File: src/rtl/lock_pkg.sv
package lock_pkg;
  localparam int LOCK_DATA_W = 4;
  localparam int LOCK_STEPS  = 3;
  // slot 0 in low bits: 3, then 4, then 2
  localparam logic [LOCK_STEPS*LOCK_DATA_W-1:0] LOCK_DEFAULT_CODE = 12'h243;
endpackage

File: src/rtl/lock_code_sel.sv
module lock_code_sel #(
  parameter int DATA_W    = 4,
  parameter int NUM_STEPS = 3,
  parameter logic [NUM_STEPS*DATA_W-1:0] CODE = '0
) (
  input  logic [NUM_STEPS-1:0] sel,
  output logic [DATA_W-1:0]    exp_val
);
  logic [DATA_W-1:0] masked [NUM_STEPS];

  for (genvar i = 0; i < NUM_STEPS; i++) begin : g_slot
    assign masked[i] = CODE[i*DATA_W +: DATA_W] & {DATA_W{sel[i]}};
  end

  always_comb begin
    exp_val = '0;
    for (int i = 0; i < NUM_STEPS; i++) exp_val = exp_val | masked[i];
  end
endmodule

File: src/rtl/lock_cmp.sv
module lock_cmp #(
  parameter int DATA_W = 4
) (
  input  logic [DATA_W-1:0] a,
  input  logic [DATA_W-1:0] b,
  output logic              eq
);
  assign eq = (a == b);
endmodule

File: src/rtl/lock_ctrl.sv
module lock_ctrl #(
  parameter int NUM_STEPS = 3,
  localparam int STATE_W  = NUM_STEPS + 1
) (
  input  logic               clk,
  input  logic               rst,
  input  logic               take,
  input  logic               match,
  output logic [STATE_W-1:0] state
);
  localparam logic [STATE_W-1:0] ST_FIRST = STATE_W'(1);
  localparam logic [STATE_W-1:0] ST_ERR   = '0;

  logic [STATE_W-1:0] state_nx;
  logic               in_entry;

  assign in_entry = |state[NUM_STEPS-1:0];

  always_comb begin
    state_nx = state;
    if (in_entry && take) begin
      if (match) state_nx = state << 1;
      else       state_nx = ST_ERR;
    end
  end

  always_ff @(posedge clk) begin
    if (rst) state <= ST_FIRST;
    else     state <= state_nx;
  end
endmodule

File: src/rtl/combo_lock.sv
module combo_lock
  import lock_pkg::*;
#(
  parameter int DATA_W    = LOCK_DATA_W,
  parameter int NUM_STEPS = LOCK_STEPS,
  parameter logic [NUM_STEPS*DATA_W-1:0] CODE = LOCK_DEFAULT_CODE
) (
  input  logic                 clk,
  input  logic                 rst,
  input  logic                 key_valid,
  input  logic [DATA_W-1:0]    key_data,
  output logic                 key_ready,
  output logic                 door_open,
  output logic [NUM_STEPS-1:0] code_sel
);
  localparam int STATE_W = NUM_STEPS + 1;

  logic [STATE_W-1:0] state;
  logic [DATA_W-1:0]  exp_val;
  logic               match;

  lock_code_sel #(.DATA_W(DATA_W), .NUM_STEPS(NUM_STEPS), .CODE(CODE)) u_sel (
    .sel(code_sel), .exp_val(exp_val)
  );

  lock_cmp #(.DATA_W(DATA_W)) u_cmp (
    .a(key_data), .b(exp_val), .eq(match)
  );

  lock_ctrl #(.NUM_STEPS(NUM_STEPS)) u_ctrl (
    .clk(clk), .rst(rst), .take(key_valid), .match(match), .state(state)
  );

  // outputs are plain state bits
  assign code_sel  = state[NUM_STEPS-1:0];
  assign door_open = state[NUM_STEPS];
  assign key_ready = |code_sel;
endmodule

File: config.mk
export PLATFORM = sky130hd
export DESIGN_NAME = combo_lock
export DESIGN_NICKNAME = d
export VERILOG_FILES = /design/src/rtl/lock_pkg.sv /design/src/rtl/lock_code_sel.sv /design/src/rtl/lock_cmp.sv /design/src/rtl/lock_ctrl.sv /design/src/rtl/combo_lock.sv
export SDC_FILE = /design/constraint.sdc
export NUM_CORES = 1
export LEC_CHECK = 0
export BUFFER_PORTS_ARGS = -buffer_cell sky130_fd_sc_hd__buf_2
export CAP_MARGIN = 0
export CELL_PAD_IN_SITES_DETAIL_PLACEMENT = 1
export CELL_PAD_IN_SITES_GLOBAL_PLACEMENT = 1
export CORE_AREA = 2 2 39 41
export DETAILED_ROUTE_END_ITERATION = 7
export DIE_AREA = 0 0 41 43
export PLACE_DENSITY = 0.54
export RECOVER_POWER = 100
export SETUP_SLACK_MARGIN = 0.2
export SLEW_MARGIN = 20
export SYNTH_ARGS = -nofsm -noshare
export SYNTH_HDL_FRONTEND = slang
export SYNTH_SLANG_ARGS = --single-unit
File: constraint.sdc
create_clock -name clk -period 1.3 [get_ports clk]
set_input_delay 0.13 -clock clk [delete_from_list [all_inputs] [get_ports clk]]
set_output_delay 0.13 -clock clk [all_outputs]
set_load 0.01 [all_outputs]
Word-level counts from Yosys, hierarchy flattened
Cells that the tools add are included.
{"block": "totals", "latch_bits": 0, "out_inout_bits": 5, "reg_bits": 4, "mem_bits_ro": 0, "wordCells": 7, "n_memories": 0, "ramBits": 0}
{"block": "op_classes", "shifts": 0, "mul": 0, "eq_ne": 1, "reduce_logical": 2, "n_addsub": 0, "div": 0, "magnitude_cmp": 0, "n_mux": 1, "bitwise_logic": 2}
{"operator": "$eq 4x3->1", "n": 1}
{"operator": "$mux 4", "n": 1}
{"operator": "$or 2x3->3", "n": 1}
{"operator": "$or 3x2->3", "n": 1}
{"operator": "$reduce_or 3->1", "n": 1}
{"operator": "$logic_and 1x1->1", "n": 1}

Longest topological paths before layout
Gate-level depths: netlist (run 1).
{"block": "depth", "depth_word": 4, "depth_mapped": 3, "mapped_depth_nobuf": 3}

Modules after synthesis
A second synthesis (run 1) with hierarchy kept.
{"block": "unflattened", "cells_unflattened": 27, "hier_area_um2": 239.0}
{"module": "lock_ctrl", "area_each_um2": 152.6, "n_inst": 1, "cells_per_inst": 16}
{"module": "lock_cmp", "area_each_um2": 47.5, "n_inst": 1, "cells_per_inst": 5}
{"module": "lock_code_sel", "area_each_um2": 32.5, "n_inst": 1, "cells_per_inst": 5}
{"module": "combo_lock", "area_each_um2": 6.3, "n_inst": 1, "cells_per_inst": 1}

Least setup slack after synthesis (run 1)
OpenSTA, ideal clock, no wires.
{"block": "synth_timing", "path_type": "flip-flop to flip-flop", "start": "reg u_ctrl.state[1]", "end": "reg u_ctrl.state[2]", "synth_period_minus_slack_ns": 1.347, "path_stages_with_launch": 4, "setup_slack_ns": -0.047, "arrival_time_ns": 1.252, "path_buffers": 0, "required_ns": 1.204, "path_cell_list": "dfxtp_1 > xor2_1 > or4_4 > o41ai_2"}
{"block": "synth_between", "elab_chain_cells": 4, "elab_cells_between_ends": 6}
{"element": "from (decl)", "line": "lock_ctrl.sv:9", "source": "output logic [STATE_W-1:0] state"}
{"element": "from (signal assigned)", "line": "lock_ctrl.sv:29", "source": "else state <= state_nx;"}
{"element": "$or 2x3->3", "line": "lock_code_sel.sv:17", "source": "for (int i = 0; i < NUM_STEPS; i++) exp_val = exp_val | masked[i];"}
{"element": "$or 3x2->3", "line": "lock_code_sel.sv:17"}
{"element": "$eq 4x3->1", "line": "lock_cmp.sv:8", "source": "assign eq = (a == b);"}
{"element": "$mux 4", "line": "lock_ctrl.sv:22", "source": "if (match) state_nx = state << 1;"}
Several ways; a longest one is shown, not always the timed one.
A chain may end at the register's enable or synchronous reset.

Worst setup path after layout (run 1)
{"block": "layout_timing", "start": "reg u_ctrl.state[1]", "end": "reg u_ctrl.state[1]"}
The elaborated chain is that of the path after synthesis.

==> tab_implementation.tex, run 1 <==
\begin{tabular}{lr}
\hline
Metric & Value \\
\hline
\multicolumn{2}{l}{\textbf{Clock network}} \\
Number of hold buffers added after cts & 0 \\
Clock root cell & sky130\_fd\_sc\_hd\_\_clkbuf\_4 \\
Sink count of the clock tree & 4 \\
Number of H-tree levels & 1 \\
Clock insertion delay at the later pin of the skew report & 230 ps \\
TritonCTS clock tree & done \\
Clk slew on worst S/H paths & 30 ps \\
Clock Tree Buf Depth & 2 \\
Total CTS buffers & 3 \\
\multicolumn{2}{l}{\textbf{Yosys}} \\
Warning count from the yosys run & 0 \\
Number of flip-flops and latches in the synthesized netlist & 4 \\
Number of synthesized flops with an enable pin & 0 \\
Dominant cell by count in the synthesized netlist & sky130\_fd\_sc\_hd\_\_dfxtp\_1 \\
Complex-gate fraction of the synthesized area & 21.5\% \\
Mean instance size in the synthesized netlist & 9.71 um2 \\
Library cell with the largest summed area after synthesis & sky130\_fd\_sc\_hd\_\_dfxtp\_1 \\
Syn Std Cell Area & 204 um2 \\
Main combinational cell family by area after synthesis & compound AO/OA/AOI/OAI gates \\
Leading post-synthesis cells by cell area & sky130\_fd\_sc\_hd\_\_dfxtp\_1 39\%, sky130\_fd\_sc\_hd\_\_nand3b\_1 11\%, sky130\_fd\_sc\_hd\_\_xor2\_1 8.6\% \\
Fraction of synthesized cell area in xor and xnor cells & 12.9\% \\
Top-area cell type share of the netlist area & 39.3\% \\
Simple logic cell fraction of the synthesized area & 20.9\% \\
Multiplexer share of the synthesized area & 0\% \\
Adder and majority gate portion of the synthesized area & 0\% \\
Async S/R FF share, synth & 0\% \\
Unique masters post-synth & 13 \\
Main flop type after synthesis & sky130\_fd\_sc\_hd\_\_dfxtp\_1 \\
Net count after synthesis & 28 \\
Number of instances in the synthesized netlist & 21 \\
Most used standard cells in the synthesized netlist & 4 x sky130\_fd\_sc\_hd\_\_dfxtp\_1, 3 x sky130\_fd\_sc\_hd\_\_inv\_1, 3 x sky130\_fd\_sc\_hd\_\_nand3b\_1 \\
Sequential-to-total area share from yosys stat & 39.3\% \\
\multicolumn{2}{l}{\textbf{Power}} \\
Leakage Power & 0.156 nW \\
Total internal power & 0.000259 W \\
Combinational share of power & 17.4\% \\
Switching power summed over all nets & 0.0000768 W \\
Power share of the clock group & 44.5\% \\
Portion of total power attributed to sequential cells & 38.1\% \\
Pwr Density & 930 mW/mm2 \\
Overall power of the completed layout & 0.000336 W \\
Max rail drop VDD & 0.391 mV \\
Switching share of power & 22.9\% \\
\multicolumn{2}{l}{\textbf{Global route}} \\
Pin count of the biggest net entering global routing & 8 \\
Number of global-route vias before repair & 242 \\
First-pass GRT wire length & 1010 um \\
Leftover overflow at the end of global routing & 0 \\
GRT Resource Usage Total & 9.25\% \\
Initial antenna violation count & 0 \\
\multicolumn{2}{l}{\textbf{Worst setup path}} \\
Kind of critical path & reg2reg \\
Startpoint type of the worst setup path & flip-flop \\
Maximum fanout along the worst path & 2 \\
Crit end category & flip-flop \\
Critical path required time & 1440 ps \\
Data arrival time of the critical path & 1400 ps \\
\multicolumn{2}{l}{\textbf{STA}} \\
Final Hold Vio Count & 0 \\
Least setup slack across all paths after layout & 33.5 ps \\
Final clock period utilization by the worst path & 97.4\% \\
TNS Setup & 0 ps \\
Final-layout worst hold slack & 126 ps \\
Relative slew slack & 84.5\% \\
Final period demand of the worst path & 1270 ps \\
Max Clock Skew & 1.01 ps \\
Total setup violations reported at the end of the flow & 0 \\
Transition time at the pin with the least slew margin & 232 ps \\
Final-report max-slew violation count & 0 \\
F\_max & 0.790 GHz \\
RSZ-0062 raised after global routing & yes \\
\multicolumn{2}{l}{\textbf{Hold path}} \\
Tightest Hold Check Type & in2reg \\
\multicolumn{2}{l}{\textbf{Job}} \\
Count of maximum capacitance violations & 0 \\
\multicolumn{2}{l}{\textbf{Final layout}} \\
\# diodes & 0 \\
Total Nets Final & 49 \\
Utilization after layout & 26.1\% \\
Synth-to-layout area growth & 77.3\% \\
Proportion of layout cells with a drive suffix above 1 & 50.0\% \\
Filler Cell Count & 172 \\
Flip-flop count of the largest register, all copies and words added & 4 \\
Area of the multi-input gates & 131 um2 \\
Sequential cell area & 81.3 um2 \\
Register ranked first by flip-flop count & u\_ctrl.state \\
Largest registers & u\_ctrl.state: 4 flops \\
\multicolumn{2}{l}{\textbf{Die}} \\
Floorplan Core Area & 0.00138 mm2 \\
Die width & 41 um \\
Initial cell density of the core & 14.7\% \\
Die area & 0.00176 mm2 \\
Die Height & 43 um \\
Top Ports & 12 \\
Std-Cell Rows & 14 \\
\multicolumn{2}{l}{\textbf{Placement}} \\
Place WS & -12.2 ps \\
Final RePlAce weighted congestion & 0.650 \\
Port Buffer Count & 11 \\
\multicolumn{2}{l}{\textbf{Routing}} \\
Vias & 229 \\
Post-route antenna net violation count & 0 \\
Final routed wire length divided by cell count & 10.6 um \\
Via/cell ratio & 4.09 \\
Drt pass-1 iters & 2 \\
DRC errors left & 0 \\
Overall routed net length & 594 um \\
Drt first-iter violations & 3 \\
\multicolumn{2}{l}{\textbf{Status}} \\
Run status & finished, final reports clean \\
\hline
\end{tabular}
worst max-delay path, stage by stage (launching register included):
cell                      delay [ps]
sky130_fd_sc_hd__dfxtp_2         310
sky130_fd_sc_hd__xor2_1          150
sky130_fd_sc_hd__or4_4           500
sky130_fd_sc_hd__buf_6           140
sky130_fd_sc_hd__o32ai_2          70
cells in the final DEF (no fill, tap or decap):
master,instances
sky130_fd_sc_hd__clkbuf_4,3
sky130_fd_sc_hd__o22ai_1,1
sky130_fd_sc_hd__buf_2,6
sky130_fd_sc_hd__o32ai_2,1
sky130_fd_sc_hd__clkbuf_1,4
sky130_fd_sc_hd__buf_6,2
sky130_fd_sc_hd__nor2_1,1
sky130_fd_sc_hd__xnor2_1,1
sky130_fd_sc_hd__nor3_4,1
sky130_fd_sc_hd__or4_4,1
sky130_fd_sc_hd__dfxtp_1,3
sky130_fd_sc_hd__dfxtp_2,1
sky130_fd_sc_hd__nand3b_1,3
sky130_fd_sc_hd__xor2_1,2
sky130_fd_sc_hd__a21o_1,1
sky130_fd_sc_hd__o21ai_0,1
sky130_fd_sc_hd__o41ai_2,1
sky130_fd_sc_hd__inv_1,3
sky130_fd_sc_hd__buf_4,3
sky130_fd_sc_hd__clkbuf_2,1
power groups by stage:
stage	clock network, W	logic [W]	registers, W
2_1_floorplan	0	0.0000200	0.000133
3_3_place_gp	0	0.0000516	0.000130
3_5_place_dp	0	0.0000510	0.000130
4_1_cts	0.000160	0.0000576	0.000128
5_1_grt	0.000174	0.0000650	0.000128
6_report	0.000150	0.0000585	0.000128
routing by layer:
metal	vias to the layer above	part of all wire [%]	GRT usage [%]
met5	-	0	0
met4	0	0	8.00
met3	0	13	6.28
met2	12	40	11.6
met1	101	47	10.0
li1	116	-	-
worst paths after layout:
kind	startpoint	to	slack, ps	cells after the start
setup / recovery	u_ctrl.state[1]	u_ctrl.state[1]	30	4
setup reg to reg	u_ctrl.state[1]	u_ctrl.state[1]	30	4
hold reg to reg	u_ctrl.state[3]	u_ctrl.state[3]	490	2
hold / removal	key_valid	u_ctrl.state[1]	130	2
kinds of logic after synthesis:
group	count (synthesis)
compound gates	5
flops	4
xor+xnor	3
simple gates	6
buf+inv	3
metrics by stage:
step,instance area [um2],instances
floorplan,205,21
finish,362,56
detailed placement,303,51
CTS,363,56
global route,362,56
global placement,303,51
repair_timing:
| item | CTS | global route |
|---|---|---|
| gates resized for setup | 4 | 2 |
| endpoints found under the setup margin | 4 | 4 |
| pin swaps | 2 | 2 |
| setup buffers | 2 | 0 |
cell type report:
| cell class | instances | share of cell area (%) |
|---|---|---|
| tap | 16 | 5.54 |
| sequential | 4 | 22.5 |
| clock buffer | 3 | 6.23 |
| multi-input combinational | 14 | 36.3 |
| inverter | 3 | 3.11 |
| timing repair buffer | 16 | 26.3 |
Power figures use the tool's default switching activity.
==> run 2: changes to the inputs <==
--- a/config.mk
+++ b/config.mk
@@ -5,6 +5,7 @@
 export SDC_FILE = /design/constraint.sdc
 export NUM_CORES = 1
 export LEC_CHECK = 0
+export ABC_AREA = 1
 export BUFFER_PORTS_ARGS = -buffer_cell sky130_fd_sc_hd__buf_2
 export CAP_MARGIN = 0
 export CELL_PAD_IN_SITES_DETAIL_PLACEMENT = 1
@@ -12,7 +13,7 @@
 export CORE_AREA = 2 2 39 41
 export DETAILED_ROUTE_END_ITERATION = 7
 export DIE_AREA = 0 0 41 43
-export PLACE_DENSITY = 0.54
+export PLACE_DENSITY = 0.58
 export RECOVER_POWER = 100
 export SETUP_SLACK_MARGIN = 0.2
 export SLEW_MARGIN = 20
==> tab_implementation.tex, run 2 <==
\begin{tabular}{lr}
\hline
Metric & Value \\
\hline
\multicolumn{2}{l}{\textbf{Final layout}} \\
Filler Cell Count & 189 \\
Proportion of layout cells with a drive suffix above 1 & 32.6\% \\
Synth-to-layout area growth & 49.1\% \\
Register ranked first by flip-flop count & u\_ctrl.state \\
Largest registers & u\_ctrl.state: 4 flops \\
Flip-flop count of the largest register, all copies and words added & 4 \\
Top library cells by usage in the layout, fill and taps aside & 9 x sky130\_fd\_sc\_hd\_\_buf\_2, 8 x sky130\_fd\_sc\_hd\_\_nand2\_1, 5 x sky130\_fd\_sc\_hd\_\_inv\_1 \\
Area of the multi-input gates & 125 um2 \\
\# diodes & 0 \\
Commonest non-fill, non-tap cell in the layout & sky130\_fd\_sc\_hd\_\_buf\_2 \\
Total Nets Final & 55 \\
Summed area of non-filler cells in the final layout & 319 um2 \\
Sequential cell area & 80.1 um2 \\
Utilization after layout & 23.1\% \\
\multicolumn{2}{l}{\textbf{Yosys}} \\
Number of instances in the synthesized netlist & 32 \\
Adder and majority gate portion of the synthesized area & 0\% \\
Main flop type after synthesis & sky130\_fd\_sc\_hd\_\_dfxtp\_1 \\
Main combinational cell family by area after synthesis & simple AND/OR/NAND/NOR gates \\
Complex-gate fraction of the synthesized area & 19.3\% \\
Warning count from the yosys run & 0 \\
Fraction of synthesized cell area in xor and xnor cells & 4.09\% \\
Sequential-to-total area share from yosys stat & 37.4\% \\
Unique masters post-synth & 11 \\
Mean instance size in the synthesized netlist & 6.69 um2 \\
Simple logic cell fraction of the synthesized area & 30.4\% \\
Most used standard cells in the synthesized netlist & 8 x sky130\_fd\_sc\_hd\_\_nand2\_1, 5 x sky130\_fd\_sc\_hd\_\_inv\_1, 4 x sky130\_fd\_sc\_hd\_\_dfxtp\_1 \\
Number of synthesized flops with an enable pin & 0 \\
Multiplexer share of the synthesized area & 0\% \\
Library cell with the largest summed area after synthesis & sky130\_fd\_sc\_hd\_\_dfxtp\_1 \\
Top-area cell type share of the netlist area & 37.4\% \\
Number of flip-flops and latches in the synthesized netlist & 4 \\
Async S/R FF share, synth & 0\% \\
Leading post-synthesis cells by cell area & sky130\_fd\_sc\_hd\_\_dfxtp\_1 37\%, sky130\_fd\_sc\_hd\_\_nand2\_1 14\%, sky130\_fd\_sc\_hd\_\_inv\_1 8.8\% \\
Dominant cell by count in the synthesized netlist & sky130\_fd\_sc\_hd\_\_nand2\_1 \\
Net count after synthesis & 39 \\
Syn Std Cell Area & 214 um2 \\
\multicolumn{2}{l}{\textbf{Worst setup path}} \\
Kind of critical path & reg2out \\
Slowest-stage cell, CP & sky130\_fd\_sc\_hd\_\_dfxtp\_1 \\
Startpoint type of the worst setup path & flip-flop \\
Worst path cell trace & nor2\_4, nand2\_1, buf\_2 \\
Crit end category & primary output \\
Delay of the slowest cell on the worst path & 450 ps \\
Data arrival time of the critical path & 930 ps \\
Maximum fanout along the worst path & 6 \\
Critical path required time & 1170 ps \\
\multicolumn{2}{l}{\textbf{Placement}} \\
Port Buffer Count & 11 \\
Placement-stage cell area & 289 um2 \\
Place WS & 291 ps \\
Final RePlAce weighted congestion & 0.713 \\
Detailed placement HPWL & 430 um \\
\multicolumn{2}{l}{\textbf{Routing}} \\
Vias & 247 \\
Post-route antenna net violation count & 0 \\
Drt pass-1 iters & 2 \\
Final routed wire length divided by cell count & 8.29 um \\
Overall routed net length & 514 um \\
Via/cell ratio & 3.98 \\
DRC errors left & 0 \\
Drt first-iter violations & 2 \\
\multicolumn{2}{l}{\textbf{Die}} \\
Die Height & 43 um \\
Die width & 41 um \\
Initial cell density of the core & 15.5\% \\
Floorplan Core Area & 0.00138 mm2 \\
Top Ports & 12 \\
Std-Cell Rows & 14 \\
Die area & 0.00176 mm2 \\
\multicolumn{2}{l}{\textbf{Clock network}} \\
Clk slew on worst S/H paths & 40 ps \\
Number of buffers inserted by post-CTS setup repair & 0 \\
TritonCTS clock tree & done \\
Number of hold buffers added after cts & 0 \\
\# resized after CTS & 0 \\
Clock insertion delay at the later pin of the skew report & 230 ps \\
Clock Tree Buf Depth & 2 \\
Sink count of the clock tree & 4 \\
Number of H-tree levels & 1 \\
Total CTS buffers & 3 \\
Clock root cell & sky130\_fd\_sc\_hd\_\_clkbuf\_4 \\
\multicolumn{2}{l}{\textbf{STA}} \\
TNS Setup & 0 ps \\
Final-report max-slew violation count & 0 \\
Max Clock Skew & 1.79 ps \\
Final Hold Vio Count & 0 \\
Final clock period utilization by the worst path & 81.4\% \\
Least setup slack across all paths after layout & 241 ps \\
F\_max & 0.945 GHz \\
Final-layout worst hold slack & 74.4 ps \\
RSZ-0062 raised after global routing & no \\
Transition time at the pin with the least slew margin & 257 ps \\
Total setup violations reported at the end of the flow & 0 \\
Final period demand of the worst path & 1060 ps \\
Relative slew slack & 82.8\% \\
\multicolumn{2}{l}{\textbf{Power}} \\
Max rail drop VDD & 0.314 mV \\
Leakage Power & 0.155 nW \\
Pwr Density & 1110 mW/mm2 \\
\multicolumn{2}{l}{\textbf{Global route}} \\
GRT Resource Usage Total & 7.64\% \\
First-pass GRT wire length & 931 um \\
Pin count of the biggest net entering global routing & 7 \\
Number of global-route vias before repair & 258 \\
Initial antenna violation count & 0 \\
Leftover overflow at the end of global routing & 0 \\
\multicolumn{2}{l}{\textbf{Job}} \\
Count of maximum capacitance violations & 0 \\
\multicolumn{2}{l}{\textbf{Hold path}} \\
Tightest Hold Check Type & in2reg \\
\multicolumn{2}{l}{\textbf{Status}} \\
Run status & finished, final reports clean \\
\hline
\end{tabular}
==> run 2: cell type report <==
cell class | instances | area share (%)
well taps | 16 | 6.27
clock buffers | 3 | 7.06
multi-input cells | 23 | 39.2
repair buffers | 11 | 16.5
inverters | 5 | 5.88
flip-flops and latches | 4 | 25.1
==> run 2: per-layer routing <==
| metal | wire [um] | vias up | global-route usage, % | share of wire [%] |
|---|---|---|---|---|
| met1 | 234 | 111 | 9.35 | 46 |
| li1 | - | 131 | - | - |
| met2 | 239 | 5 | 11.9 | 46 |
| met4 | 0 | 0 | 2.00 | 0 |
| met5 | 0 | - | 0 | 0 |
| met3 | 40 | 0 | 3.14 | 7.8 |
==> run 2: report_power, final <==
| group | internal, W | leakage, nW | switching, W |
|---|---|---|---|
| Sequential | 0.000130 | 0.0329 | 0.0000103 |
| Combinational | 0.0000272 | 0.109 | 0.0000368 |
| Clock | 0.000103 | 0.0138 | 0.0000464 |
==> run 2: cells by family (layout without fill, tap and decap cells) <==
family | count (synthesis) | after routing
AO/OA/AOI/OAI | 7 | 7
XOR/XNOR | 1 | 1
buffers and inverters | 5 | 19
flip-flops | 4 | 4
AND/OR/NAND/NOR | 15 | 15
==> run 2: final timing paths <==
path | slack, ps | endpoint | cells past startpoint | start
max | 240 | key_ready | 3 | u_ctrl.state[0]
min | 70 | u_ctrl.state[3] | 2 | rst
max reg2reg | 270 | u_ctrl.state[3] | 4 | u_ctrl.state[0]
min reg2reg | 470 | u_ctrl.state[3] | 2 | u_ctrl.state[3]
==> run 2: worst max-delay path: cells and delay by family (launching register included) <==
family | cells | cell delay, ps
buffers and inverters | 1 | 130
and+or+nand+nor | 2 | 120
DFF | 1 | 450
==> run 2: through the flow <==
| stage | total power (W) | std cells |
|---|---|---|
| after floorplan | 0.000173 | 32 |
| after global placement | 0.000200 | 59 |
| after detailed placement | 0.000201 | 59 |
| after CTS | 0.000355 | 62 |
| after global routing | 0.000384 | 62 |
| final | 0.000353 | 62 |
